$ cat src/rtl/appm_pkg.sv
`timescale 1ns/1ps
package appm_pkg;
  localparam int unsigned OP_W_DEF   = 8;
  localparam int unsigned REC_LO_DEF = 3;
  localparam int unsigned REC_HI_DEF = 11;

  // number of mirror pairs (i<j, i+j==c) in column c
  function automatic int unsigned pair_cnt(int unsigned op_w, int unsigned c);
    int unsigned n;
    n = 0;
    for (int unsigned i = 0; i < op_w; i++)
      for (int unsigned j = i + 1; j < op_w; j++)
        if (i + j == c) n++;
    return n;
  endfunction

  // worst-case loss from OR-merging generates
  function automatic int unsigned err_bound(int unsigned op_w, int unsigned lo, int unsigned hi);
    int unsigned s;
    s = 0;
    for (int unsigned c = lo; c <= hi; c++)
      if (pair_cnt(op_w, c) > 1) s += (pair_cnt(op_w, c) - 1) << c;
    return s;
  endfunction
endpackage

$ cat src/rtl/appm_matrix.sv
`timescale 1ns/1ps
module appm_matrix #(
  parameter int unsigned OP_W   = appm_pkg::OP_W_DEF,
  parameter int unsigned REC_LO = appm_pkg::REC_LO_DEF,
  parameter int unsigned REC_HI = appm_pkg::REC_HI_DEF,
  localparam int unsigned PW    = 2 * OP_W
) (
  input  logic [OP_W-1:0]          a_i,
  input  logic [OP_W-1:0]          b_i,
  output logic [OP_W-1:0][PW-1:0]  rows_o
);
  logic [OP_W-1:0][OP_W-1:0] pp;

  for (genvar i = 0; i < OP_W; i++) begin : g_pp_i
    for (genvar j = 0; j < OP_W; j++) begin : g_pp_j
      assign pp[i][j] = a_i[i] & b_i[j];
    end
  end

  // slot k of column c holds the term with row index k; in recoded columns
  // slot OP_W-1 is free (k>j) and carries the OR of the generates
  for (genvar c = 0; c < PW; c++) begin : g_col
    localparam bit REC = (c >= REC_LO) && (c <= REC_HI);
    logic [OP_W-1:0] col;
    logic [OP_W-1:0] gen;

    for (genvar k = 0; k < OP_W; k++) begin : g_slot
      localparam int J = int'(c) - int'(k);
      localparam bit OK = (J >= 0) && (J < int'(OP_W));
      if (REC && k == OP_W - 1) begin : g_gor
        assign col[k] = |gen;
        assign gen[k] = 1'b0;
      end else if (OK && REC && int'(k) < J) begin : g_pair
        assign col[k] = pp[k][J] | pp[J][k];
        assign gen[k] = pp[k][J] & pp[J][k];
      end else if (OK && (!REC || int'(k) == J)) begin : g_pass
        assign col[k] = pp[k][J];
        assign gen[k] = 1'b0;
      end else begin : g_zero
        assign col[k] = 1'b0;
        assign gen[k] = 1'b0;
      end
      assign rows_o[k][c] = col[k];
    end
  end
endmodule

$ cat src/rtl/appm_csa.sv
`timescale 1ns/1ps
module appm_csa #(
  parameter int unsigned N_ROWS = 8,
  parameter int unsigned PW     = 16
) (
  input  logic [N_ROWS-1:0][PW-1:0] rows_i,
  output logic [PW-1:0]             sum_o,
  output logic [PW-1:0]             carry_o
);
  logic [PW-1:0] s_l [1:N_ROWS-1];
  logic [PW-1:0] c_l [1:N_ROWS-1];

  assign s_l[1] = rows_i[0];
  assign c_l[1] = rows_i[1];

  // one full-adder row per additional input row
  for (genvar r = 2; r < N_ROWS; r++) begin : g_fa_row
    assign s_l[r] = s_l[r-1] ^ c_l[r-1] ^ rows_i[r];
    assign c_l[r] = ((s_l[r-1] & c_l[r-1]) | (s_l[r-1] & rows_i[r]) |
                     (c_l[r-1] & rows_i[r])) << 1;
  end

  assign sum_o   = s_l[N_ROWS-1];
  assign carry_o = c_l[N_ROWS-1];
endmodule

$ cat src/rtl/appm_merge.sv
`timescale 1ns/1ps
module appm_merge #(
  parameter int unsigned PW = 16
) (
  input  logic [PW-1:0] x_i,
  input  logic [PW-1:0] y_i,
  output logic [PW-1:0] s_o
);
  logic [PW-1:0] cy;
  assign cy[0] = 1'b0;

  for (genvar k = 0; k < PW; k++) begin : g_bit
    assign s_o[k] = x_i[k] ^ y_i[k] ^ cy[k];
    if (k < PW - 1) begin : g_cy
      assign cy[k+1] = (x_i[k] & y_i[k]) | (cy[k] & (x_i[k] ^ y_i[k]));
    end
  end
endmodule

$ cat src/rtl/appm_mul.sv
`timescale 1ns/1ps
module appm_mul #(
  parameter int unsigned OP_W    = appm_pkg::OP_W_DEF,
  parameter int unsigned REC_LO  = appm_pkg::REC_LO_DEF,
  parameter int unsigned REC_HI  = appm_pkg::REC_HI_DEF,
  parameter bit          REG_OUT = 1'b1,
  localparam int unsigned PW     = 2 * OP_W
) (
  input  logic            clk_i,
  input  logic            rst_ni,
  input  logic [OP_W-1:0] a_i,
  input  logic [OP_W-1:0] b_i,
  output logic [PW-1:0]   p_o
);
  localparam int unsigned ERR_MAX = appm_pkg::err_bound(OP_W, REC_LO, REC_HI);

  logic [OP_W-1:0][PW-1:0] rows;
  logic [PW-1:0]           sum_row, carry_row, prod;

  appm_matrix #(.OP_W(OP_W), .REC_LO(REC_LO), .REC_HI(REC_HI)) u_matrix (
    .a_i(a_i), .b_i(b_i), .rows_o(rows)
  );

  appm_csa #(.N_ROWS(OP_W), .PW(PW)) u_csa (
    .rows_i(rows), .sum_o(sum_row), .carry_o(carry_row)
  );

  appm_merge #(.PW(PW)) u_merge (
    .x_i(sum_row), .y_i(carry_row), .s_o(prod)
  );

  // checker-side exact reference
  logic [PW-1:0] exact;
  assign exact = PW'(a_i) * PW'(b_i);

  if (REG_OUT) begin : g_reg
    logic [PW-1:0] p_q;
    logic          armed;
    always_ff @(posedge clk_i or negedge rst_ni) begin
      if (!rst_ni) begin
        p_q   <= '0;
        armed <= 1'b0;
      end else begin
        p_q   <= prod;
        armed <= 1'b1;
      end
    end
    assign p_o = p_q;


    zero_op_chk: assert property (@(posedge clk_i) disable iff (!rst_ni)
      (armed && (a_i == '0 || b_i == '0)) |=> p_o == '0);

    low_bits_chk: assert property (@(posedge clk_i) disable iff (!rst_ni)
      armed |=> p_o[REC_LO-1:0] == $past(exact[REC_LO-1:0]));

    no_overshoot_chk: assert property (@(posedge clk_i) disable iff (!rst_ni)
      armed |=> p_o <= $past(exact));

    err_bound_chk: assert property (@(posedge clk_i) disable iff (!rst_ni)
      armed |=> (int'(p_o) + int'(ERR_MAX)) >= int'($past(exact)));
  end else begin : g_comb
    assign p_o = prod;


    zero_op_chk: assert property (@(posedge clk_i) disable iff (!rst_ni)
      (a_i == '0 || b_i == '0) |-> p_o == '0);

    low_bits_chk: assert property (@(posedge clk_i) disable iff (!rst_ni)
      p_o[REC_LO-1:0] == exact[REC_LO-1:0]);

    no_overshoot_chk: assert property (@(posedge clk_i) disable iff (!rst_ni)
      p_o <= exact);

    err_bound_chk: assert property (@(posedge clk_i) disable iff (!rst_ni)
      (int'(p_o) + int'(ERR_MAX)) >= int'(exact));
  end
endmodule

$ cat config.mk
export PLATFORM = sky130hd
export DESIGN_NAME = appm_mul
export DESIGN_NICKNAME = d
export VERILOG_FILES = /design/src/rtl/appm_pkg.sv /design/src/rtl/appm_matrix.sv /design/src/rtl/appm_csa.sv /design/src/rtl/appm_merge.sv /design/src/rtl/appm_mul.sv
export SDC_FILE = /design/constraint.sdc
export NUM_CORES = 1
export LEC_CHECK = 0
export CORE_ASPECT_RATIO = 0.9
export CORE_MARGIN = 5
export CORE_UTILIZATION = 29
export DETAILED_ROUTE_END_ITERATION = 16
export GPL_ROUTABILITY_DRIVEN = 0
export GPL_TIMING_DRIVEN = 1
export PLACE_DENSITY = 0.5
export SLEW_MARGIN = 20
export SYNTH_ARGS = -nofsm -noshare
export SYNTH_HDL_FRONTEND = slang
export SYNTH_HIERARCHICAL = 1
export SYNTH_SLANG_ARGS = --single-unit
$ cat constraint.sdc
create_clock -name clk_i -period 0.8 [get_ports clk_i]
set_input_delay 0.16 -clock clk_i [delete_from_list [all_inputs] [get_ports clk_i]]
set_output_delay 0.16 -clock clk_i [all_outputs]
set_load 0.01 [all_outputs]
==> impl_metrics.csv, run 1 <==
group,metric,value,unit
status,outcome,"finished with violations",
status,violations,"setup timing",
floorplan,fp.dieArea,0.01570,mm²
grt,grt.total_usage,7.950,%
grt,grt_overflow_total,0,
power_and_ir_drop,power.density,3590,mW/mm²
floorplan,fp.coreArea,0.01321,mm²
routing,via_per_inst,3.738,
routing,vias,1996,
grt,antenna_found_initial,0,
synthesis,syn_area_per_cell,12.64,µm²
setup_path,critical_path.top_delay_family,"adder cells",
hold_path,hp-class,"input port to asynchronous set/reset pin",
power_and_ir_drop,leakage,2.119,nW
synthesis,syn_inst,305,
grt,grt_pass1_vias,2258,
floorplan,die_w,131.5,µm
floorplan,pin_count,34,
routing,avgRoutedWirePerCell,11.31,µm
clock_tree,h-tree-depth,1,
finish,largest_register,"p_o",
sta,hold_viol,0,
sta,timing.final.crit_share,908.0,%
clock_tree,cts_tree,"built",
sta,slew_viol_final,0,
setup_path,critPathMaxFanout,3,
sta,finalSetupViolations,32,
floorplan,start_util,29.17,%
routing,ant_nets,0,
clock_tree,clockBufferDepth,2,
flow_run,drv_cap,0,
sta,fin_crit,7264,ps
power_and_ir_drop,power,16.06,mW
finish,reg_top3,"p_o x16",
grt,grt_first_pass_wirelength,10400,µm
finish,stdcell_count,534,
setup_path,cp_cell_sequence,"buf_8 -> a22o_1 -> fa_1 -> fa_1 -> fa_1 -> fa_1 -> fa_1 -> fa_1 -> fa_2 -> fa_2 -> fa_2 -> fa_2 -> fa_2 -> fa_2 -> fa_2 -> fa_2 -> fa_2 -> fa_2 -> fa_2 -> xor3_1",
place,place_hpwl,5564,µm
clock_tree,cts.sinks,16,
routing,drtIter0Drc,28,
power_and_ir_drop,vdd_drop_max,1652,µV
finish,areaGrowthSynthToFinish,16.10,%
setup_path,required,910,ps
setup_path,cp_slowest_stage_delay,560,ps
place,port_buffers,33,
place,place_ws,-7427,ps
clock_tree,clkTransAtPathRegs,50,ps
synthesis,yosysWarnings,6,
clock_tree,cts-root-buf,"clkbuf_16",
floorplan,dieHeight,119.4,µm
setup_path,crit_arrival,7380,ps
finish,largest_register_ffs,16,
floorplan,rows,40,
sta,whs,246.9,ps
synthesis,ys_ff_latch,16,
setup_path,critPathLaunchType,"input port",
sta,maxClockFrequency,0.1377,GHz
sta,rsz0062_at_grt,"yes",
clock_tree,numCtsBuffers,3,
clock_tree,hold_buffers,0,
synthesis,yosysSeqAreaShare,10.39,%
routing,postRouteWirelength,6042,µm
finish,n_antenna_cell,0,
sta,finalWorstSetupSlack,-6464,ps
routing,firstDrtPassIters,3,
place,dpl.cell_count,527,
routing,route.detailed.drc,0,
setup_path,slowest_stage,"fa_1",
finish,drive_above_1_share,29.51,%
synthesis,ys_types,22,
setup_path,cp-end-kind,"flip-flop",
synthesis,syn-cell-area,0.003854,mm²
grt,grt_max_degree,17,
setup_path,path_common_cell,"fa_2",
setup_path,cp.buffers_inverters,1,
setup_path,critical_path_class,"input port to flip-flop",
finish,nNetsFinal,490,
Yosys cell counts:
cell | number | share of area, %
ha_1 | 6 | 1.9
o22ai_1 | 5 | 0.81
buf_6 | 7 | 2.0
conb_1 | 2 | 0.19
and2_1 | 8 | 1.3
xnor2_1 | 5 | 1.1
buf_4 | 81 | 16
a221o_1 | 1 | 0.26
xor2_1 | 1 | 0.23
nand2_8 | 1 | 0.52
nand2_4 | 4 | 1.2
inv_1 | 23 | 2.2
fa_1 | 99 | 51
o22a_1 | 4 | 0.91
xor3_1 | 1 | 0.62
inv_2 | 3 | 0.29
buf_2 | 4 | 0.52
dfrtp_1 | 16 | 10
a22o_1 | 24 | 5.5
nand2_2 | 3 | 0.49
xnor3_1 | 3 | 1.8
o21ai_0 | 4 | 0.52
cells in the final DEF (no fill, tap or decap):
| cell type | synthesis | final |
|---|---|---|
| a221o_1 | 1 | 1 |
| a22o_1 | 24 | 24 |
| and2_1 | 8 | 6 |
| and2_4 | 0 | 2 |
| buf_12 | 0 | 1 |
| buf_2 | 4 | 10 |
| buf_4 | 81 | 37 |
| buf_6 | 7 | 14 |
| buf_8 | 0 | 2 |
| clkbuf_16 | 0 | 3 |
| clkbuf_8 | 0 | 1 |
| clkdlybuf4s50_1 | 0 | 5 |
| conb_1 | 2 | 80 |
| dfrtp_1 | 16 | 16 |
| dlymetal6s2s_1 | 0 | 2 |
| fa_1 | 99 | 83 |
| fa_2 | 0 | 16 |
| ha_4 | 0 | 6 |
| inv_1 | 23 | 18 |
| inv_2 | 3 | 8 |
| nand2_2 | 3 | 2 |
| nand2_4 | 4 | 5 |
| nand2_8 | 1 | 1 |
| o21ai_0 | 4 | 4 |
| o22a_1 | 4 | 4 |
| o22ai_1 | 5 | 5 |
| xnor2_1 | 5 | 5 |
| xnor3_1 | 3 | 3 |
| xor2_1 | 1 | 1 |
| xor3_1 | 1 | 1 |
worst paths after layout:
check / from / endpoint / slack [ps] / depth (start not counted)
max in group asynchronous: rst_ni / p_o[14] / 430 / 2
worst max-delay path: b_i[0] / p_o[15] / -6460 / 20
min in group clk_i: b_i[5] / p_o[13] / 810 / 5
worst min-delay path: rst_ni / p_o[1] / 250 / 2
layout make-up:
cell class | count | area [µm²]
multi-input combinational | 249 | 3067
inverter | 26 | 97.59
timing repair buffer | 71 | 610.6
fill | 1362 | 8738
sequential | 16 | 400.4
tap | 168 | 210.2
clock buffer | 4 | 88.84
repair_timing:
action / 4_1_cts / 5_1_grt
buffers inserted: 0 / 3
pin swaps: 11 / 17
endpoints found under the setup margin: 32 / 32
gates resized for setup: 124 / 26
cell families after synthesis:
group	Yosys count	synth area share, %
AO/OA/AOI/OAI	38	7.954
XOR/XNOR	10	3.734
adder cells (fa/ha/maj)	105	53.38
buffers and inverters	118	20.88
flip-flops	16	10.39
other	2	0.1949
AND/OR/NAND/NOR	16	3.474
per-layer routing:
metal	vias up	global-route usage, %	part of all wire, %
met4	0	0.5784	0.13
li1	925	-	-
met5	-	0	0
met1	1047	10.45	43
met3	2	1.816	3.4
met2	22	14.02	54
power by group:
| group | total, mW | internal [mW] | switching, mW |
|---|---|---|---|
| Sequential | 1.82 | 1.66 | 0.166 |
| Combinational | 13.2 | 6.99 | 6.20 |
| Clock | 1.05 | 0.758 | 0.292 |
| Total | 16.1 | 9.40 | 6.66 |
through the flow:
| stage | util (%) | area [µm²] | setup TNS, ps |
|---|---|---|---|
| 2_1_floorplan | - | 4203 | -70620 |
| 3_3_place_gp | 32.43 | 4285 | -83380 |
| 3_5_place_dp | 32.43 | 4285 | -83660 |
| 4_1_cts | 32.72 | 4323 | -71090 |
| 5_1_grt | 33.86 | 4474 | -72230 |
| 6_report | 33.86 | 4474 | -69710 |
Note: power is estimated with default switching activity, not from simulation.
==> inputs of run 2 (changes only) <==
PLACE_DENSITY = 0.51   (was 0.5)
SKIP_LAST_GASP = 1   (was default)
SLEW_MARGIN = default   (was 20)
clock period = 6.2 ns   (was 0.8 ns; I/O delays follow)
==> run 2 against run 1 <==
Non-clock buffer count increased by 3. Cell count increased by 0.56%. Critical endpoint unchanged. Critical path type unchanged. Sequential share of layout area about the same. Critical path depth unchanged. Utilization decreased by 0.17 points. First-iteration DRC count increased by 50%. Sequential power decreased by 87%. The run still ends with setup timing left.
==> impl_metrics.csv, run 2 (synthesis results as in run 1) <==
group,metric,value,unit
status,outcome,"finished with violations",
status,violations,"setup timing",
sta,finalWorstSetupSlack,-2157,ps
routing,avgRoutedWirePerCell,10.88,µm
floorplan,pin_count,34,
hold_path,hp-class,"input port to asynchronous set/reset pin",
clock_tree,cts_tree,"built",
clock_tree,cts.sinks,16,
floorplan,fp.coreArea,0.01321,mm²
finish,fin_area,0.004452,mm²
power_and_ir_drop,pwr-share-comb,82.3,%
place,dpl-instance-area,0.004253,mm²
finish,final_cell_mix,"86 x fa_1, 80 x conb_1, 31 x buf_4, 24 x a22o_1, 23 x inv_1",
clock_tree,clockBufferDepth,2,
setup_path,critPathMaxFanout,4,
power_and_ir_drop,swShare,40.83,%
clock_tree,h-tree-depth,1,
setup_path,cp-end-kind,"flip-flop",
finish,reg_top3,"p_o x16",
clock_tree,clkTransAtPathRegs,50,ps
power_and_ir_drop,clock_power_share,6.6,%
power_and_ir_drop,leakage,2.109,nW
floorplan,dieHeight,119.4,µm
routing,vias,2014,
setup_path,path_common_cell,"fa_2",
finish,largest_register,"p_o",
sta,finalSetupViolations,7,
sta,slew-limit-headroom,51.22,%
floorplan,fp.dieArea,0.01570,mm²
sta,fin_crit,8357,ps
setup_path,cp_cell_sequence,"buf_6 -> a22o_1 -> fa_1 -> fa_1 -> fa_1 -> fa_1 -> fa_1 -> fa_1 -> fa_2 -> fa_2 -> fa_2 -> fa_2 -> fa_2 -> fa_2 -> fa_2 -> fa_2 -> fa_2 -> fa_2 -> fa_1 -> xor3_1",
routing,drtIter0Drc,42,
flow_run,drv_cap,0,
sta,timing.final.crit_share,134.8,%
grt,grt_overflow_total,0,
setup_path,slowest_stage,"fa_1",
sta,maxClockFrequency,0.1197,GHz
setup_path,cp_slowest_stage_delay,570,ps
finish,mostFrequentLayoutCell,"fa_1",
power_and_ir_drop,power.density,462.1,mW/mm²
place,place_hpwl,5439,µm
routing,route.detailed.drc,0,
sta,tightest_slew,729.4,ps
routing,firstDrtPassIters,4,
grt,antenna_found_initial,0,
floorplan,rows,40,
finish,final_util,33.69,%
finish,regArea,400.4,µm²
finish,largest_register_ffs,16,
routing,via_per_inst,3.750,
setup_path,required,6310,ps
setup_path,critPathLaunchType,"input port",
clock_tree,numCtsBuffers,3,
floorplan,start_util,29.17,%
floorplan,die_w,131.5,µm
place,port_buffers,33,
routing,postRouteWirelength,5843,µm
power_and_ir_drop,internal-power,1.217,mW
finish,nNetsFinal,493,
routing,ant_nets,0,
power_and_ir_drop,power_frac_seq,11.1,%
power_and_ir_drop,vdd_drop_max,242.0,µV
setup_path,crit_arrival,8470,ps
sta,hold_viol,0,
clock_tree,hold_buffers,0,
finish,fillCellCount,1364,
finish,n_antenna_cell,0,
grt,grt_pass1_vias,2343,
grt,grt_first_pass_wirelength,10770,µm
clock_tree,cts-root-buf,"clkbuf_16",
finish,multi_input_area,0.002974,mm²
setup_path,critical_path_class,"input port to flip-flop",
grt,grt.total_usage,8.156,%
finish,drive_above_1_share,21.41,%
grt,grt_max_degree,17,
power_and_ir_drop,p_sw,840.0,µW
sta,rsz0062_at_grt,"yes",
finish,areaGrowthSynthToFinish,15.52,%
sta,slew_viol_final,0,
power_and_ir_drop,power,2.057,mW
## run 2: worst max path at each step
stage	slack [ps]	cells past startpoint	to	start
floorplan	-2520	20	p_o[15]	a_i[4]
global placement	-3100	20	p_o[15]	a_i[0]
detailed placement	-3160	20	p_o[15]	a_i[0]
CTS	-2240	20	p_o[15]	a_i[2]
global route	-2330	20	p_o[15]	b_i[3]
finish	-2160	20	p_o[15]	b_i[0]
## run 2: final cells by class
| class | count | area share (%) |
|---|---|---|
| Clock buffer | 4 | 1.996 |
| Inverter | 26 | 2.192 |
| Multi-Input combinational cell | 249 | 66.81 |
| Sequential cell | 16 | 8.994 |
| Tap cell | 168 | 4.722 |
| Timing Repair Buffer | 74 | 15.29 |
## run 2: layer usage
| metal | part of all wire, % | vias up | track usage (%) |
|---|---|---|---|
| met5 | 0 | - | 0 |
| met4 | 0.17 | 0 | 0.7069 |
| met3 | 3.7 | 2 | 1.858 |
| met2 | 53 | 26 | 14.34 |
| met1 | 43 | 1057 | 10.71 |
| li1 | - | 929 | - |
## run 2: per-stage QoR
| step | std cells | setup WS [ps] | TNS, ps | hold WS [ps] |
|---|---|---|---|---|
| global placement | 525 | -3098 | -16300 | 1706 |
| detailed placement | 525 | -3162 | -16660 | 1714 |
| floorplan | 383 | -2518 | -11210 | 944.4 |
| finish | 537 | -2157 | -9169 | 1433 |
| CTS | 537 | -2244 | -9873 | 1457 |
| global route | 537 | -2325 | -10310 | 1529 |
## run 2: timing repair
| action | CTS | global route |
|---|---|---|
| resized for setup | 70 | 5 |
| gates cloned | 0 | 0 |
| setup endpoints to repair | 9 | 8 |
| pin swaps | 17 | 4 |
| buffers inserted | 8 | 0 |
## run 2: critical path, delay by kind of cell
family / cells / cell delay (ps)
adder cells (fa/ha/maj): 17 / 6650
buffers and inverters: 1 / 110
XOR/XNOR: 1 / 200
AO/OA/AOI/OAI: 1 / 250
## run 2: power by group through the flow
stage	registers (mW)	clock network, mW	logic (mW)
after floorplan	0.258	0	1.29
final	0.228	0.135	1.69
after global placement	0.232	0	1.68
after detailed placement	0.231	0	1.74
after CTS	0.230	0.141	1.75
after global routing	0.233	0.148	2.00
==> inputs of run 3 (changes only) <==
ABC_AREA = 1   (was default)
CTS_CLUSTER_DIAMETER = 60   (was default)
==> run 3 against run 2 <==
The flow still finishes with violations (setup timing). Synthesized cell count rose by 29%. Synthesized area up 1.0%. Cell area grew 5.0%. Worst setup slack better by 130 ps. Global-route usage up 0.82 points. Die area grew 0.95%. Non-clock buffer count grew 5. Combinational power hardly changed. Maximum frequency increased by 1.6%. Clock-buffer cell count did not move. First-iteration DRC count up 110%. Largest cell class unchanged.
==> impl_metrics.csv, run 3 <==
group,metric,value,unit
power_and_ir_drop,p_sw,885.7,µW
synthesis,yosysSeqAreaShare,10.28,%
status,violations,"setup timing",
floorplan,fp.dieArea,0.01585,mm²
grt,gr-usage-met1,10.43,%
synthesis,async_flop_share,100.0,%
routing,postRouteWirelength,6678,µm
synthesis,yosys-top-cells-count,"99 x fa_1, 80 x buf_4, 62 x inv_1",
setup_path,crit_arrival,8360,ps
routing,ant_nets,0,
floorplan,die_w,132.1,µm
clock_tree,cts.sinks,16,
finish,final_cell_mix,"84 x fa_1, 80 x conb_1, 58 x nand2_1, 54 x inv_1, 46 x buf_4",
finish,nNetsFinal,598,
grt,use_met3,2.598,%
routing,avgRoutedWirePerCell,10.40,µm
setup_path,required,6330,ps
synthesis,yosys.cell_count.top_type,"fa_1",
synthesis,syn_area_per_cell,9.908,µm²
finish,largest_register,"p_o",
floorplan,fp.coreArea,0.01326,mm²
clock_tree,numCtsBuffers,3,
finish,reg_top3,"p_o x16",
finish,fillCellCount,1359,
grt,grt_overflow_total,0,
synthesis,synth_flop_cell,"dfrtp_1",
sta,slew-limit-headroom,51.63,%
synthesis,syn_inst,393,
sta,hold_viol,0,
grt,grt_first_pass_wirelength,11840,µm
sta,maxClockFrequency,0.1215,GHz
sta,slew_viol_final,0,
clock_tree,cts_tree,"built",
synthesis,synth_edf_count,0,
place,port_buffers,33,
synthesis,ys_types,14,
power_and_ir_drop,power.density,442.1,mW/mm²
synthesis,synth_area_leader_cell,"fa_1",
power_and_ir_drop,leakage,2.319,nW
power_and_ir_drop,vdd_drop_max,247.1,µV
synthesis,yosys-top-cells-area,"fa_1 51%, buf_4 15%, dfrtp_1 10%",
hold_path,hp-class,"input port to asynchronous set/reset pin",
routing,route.detailed.drc,0,
grt,grtUsageMet2,16.89,%
flow_run,drv_cap,0,
finish,n_antenna_cell,0,
power_and_ir_drop,clock_power_share,6.6,%
sta,timing.final.crit_share,132.7,%
floorplan,pin_count,34,
routing,firstDrtPassIters,4,
synthesis,yosysWarnings,6,
synthesis,ys_ff_latch,16,
status,outcome,"finished with violations",
power_and_ir_drop,pwr-share-comb,82.5,%
sta,tns,-9063,ps
grt,busiest_layer,"met2",
grt,grt.total_usage,8.976,%
grt,antenna_found_initial,0,
floorplan,rows,40,
finish,mostFrequentLayoutCell,"fa_1",
clock_tree,clkTransAtPathRegs,50,ps
place,dpl.cell_count,630,
sta,rsz0062_at_grt,"yes",
setup_path,critPathLaunchType,"input port",
setup_path,critPathMaxFanout,4,
routing,vias,2514,
clock_tree,clockBufferDepth,2,
finish,stdcell_count,642,
clock_tree,h-tree-depth,1,
grt,grt_pass1_vias,2712,
finish,areaGrowthSynthToFinish,20.05,%
sta,tightest_slew,723.3,ps
setup_path,cp-end-kind,"flip-flop",
finish,largest_register_ffs,16,
grt,grt_max_degree,17,
power_and_ir_drop,swShare,42.85,%
synthesis,syn-cell-area,0.003894,mm²
clock_tree,cts-root-buf,"clkbuf_16",
place,place_hpwl,6177,µm
synthesis,synth_top_area_share,50.90,%
sta,finalSetupViolations,7,
power_and_ir_drop,power_frac_seq,11.0,%
routing,drtIter0Drc,89,
finish,drive_above_1_share,22.57,%
floorplan,dieHeight,119.9,µm
power_and_ir_drop,internal-power,1.181,mW
setup_path,critical_path_class,"input port to flip-flop",
sta,fin_crit,8228,ps
routing,via_per_inst,3.916,
floorplan,start_util,29.36,%
sta,finalWorstSetupSlack,-2028,ps
==> run 3: path summary, 6_finish.rpt <==
path | from | to | depth (start not counted) | slack (ps)
min | rst_ni | p_o[0] | 1 | 1430
max in group asynchronous | rst_ni | p_o[15] | 1 | 4310
max | a_i[0] | p_o[15] | 22 | -2030
min in group clk_i | b_i[5] | p_o[13] | 6 | 1780
==> run 3: power groups by stage <==
| stage | clock, mW | sequential (mW) | combinational (mW) |
|---|---|---|---|
| after floorplan | 0 | 0.257 | 1.26 |
| after global placement | 0 | 0.229 | 1.66 |
| after detailed placement | 0 | 0.230 | 1.73 |
| after CTS | 0.140 | 0.228 | 1.76 |
| after global routing | 0.146 | 0.232 | 2.02 |
| final | 0.136 | 0.226 | 1.70 |
==> run 3: routing by layer <==
layer	vias up	wire length (µm)
li1	1189	-
met1	1272	2557
met2	46	3717
met3	7	369
met4	0	33
met5	-	0
==> run 3: what timing repair did <==
item	in CTS	in global routing
gates resized for setup	57	12
pin swaps	9	7
hold buffers	0	0
endpoints found under the setup margin	9	8
setup buffers	8	0
==> run 3: final cells by class <==
| type | count | area [µm²] | share of cell area, % |
|---|---|---|---|
| tap | 168 | 210.2 | 4.497 |
| inverter | 68 | 274.0 | 5.862 |
| sequential | 16 | 400.4 | 8.565 |
| multi-input combinational | 307 | 3029 | 64.80 |
| timing repair buffer | 79 | 671.9 | 14.37 |
| clock buffer | 4 | 88.84 | 1.900 |
==> run 3: logic make-up (layout without fill, tap and decap cells) <==
family,after synthesis,count (layout),share of synthesized area [%]
other,2,80,0.1929
buffers and inverters,148,151,21.98
and+or+nand+nor,94,94,10.22
adders and majority gates,105,105,52.83
DFF,16,16,10.28
AOI/OAI and AO/OA,28,28,4.499
==> run 3: critical path, cell delays in order <==
cell     delay, ps
buf_4          140
inv_6           70
o22ai_4         70
fa_1           550
fa_1           430
fa_1           510
fa_1           440
fa_1           500
fa_1           460
fa_2           350
fa_2           340
fa_2           340
fa_2           350
fa_2           370
fa_2           340
fa_2           340
fa_2           340
fa_2           340
fa_2           340
fa_2           340
nand3_1         90
nand2_1         50
==> run 3: metrics by stage <==
step                total power [mW]  setup WS [ps]  hold WS [ps]  utilization, %  cell area, µm²
finish                         2.067          -2028          1429           35.25            4674
global route                   2.400          -2219          1519           35.25            4674
CTS                            2.131          -2216          1470           34.88            4626
detailed placement             1.959          -2873          1721           33.63            4461
global placement               1.891          -2827          1713           33.63            4461
floorplan                      1.519          -2154         944.4               -            4235
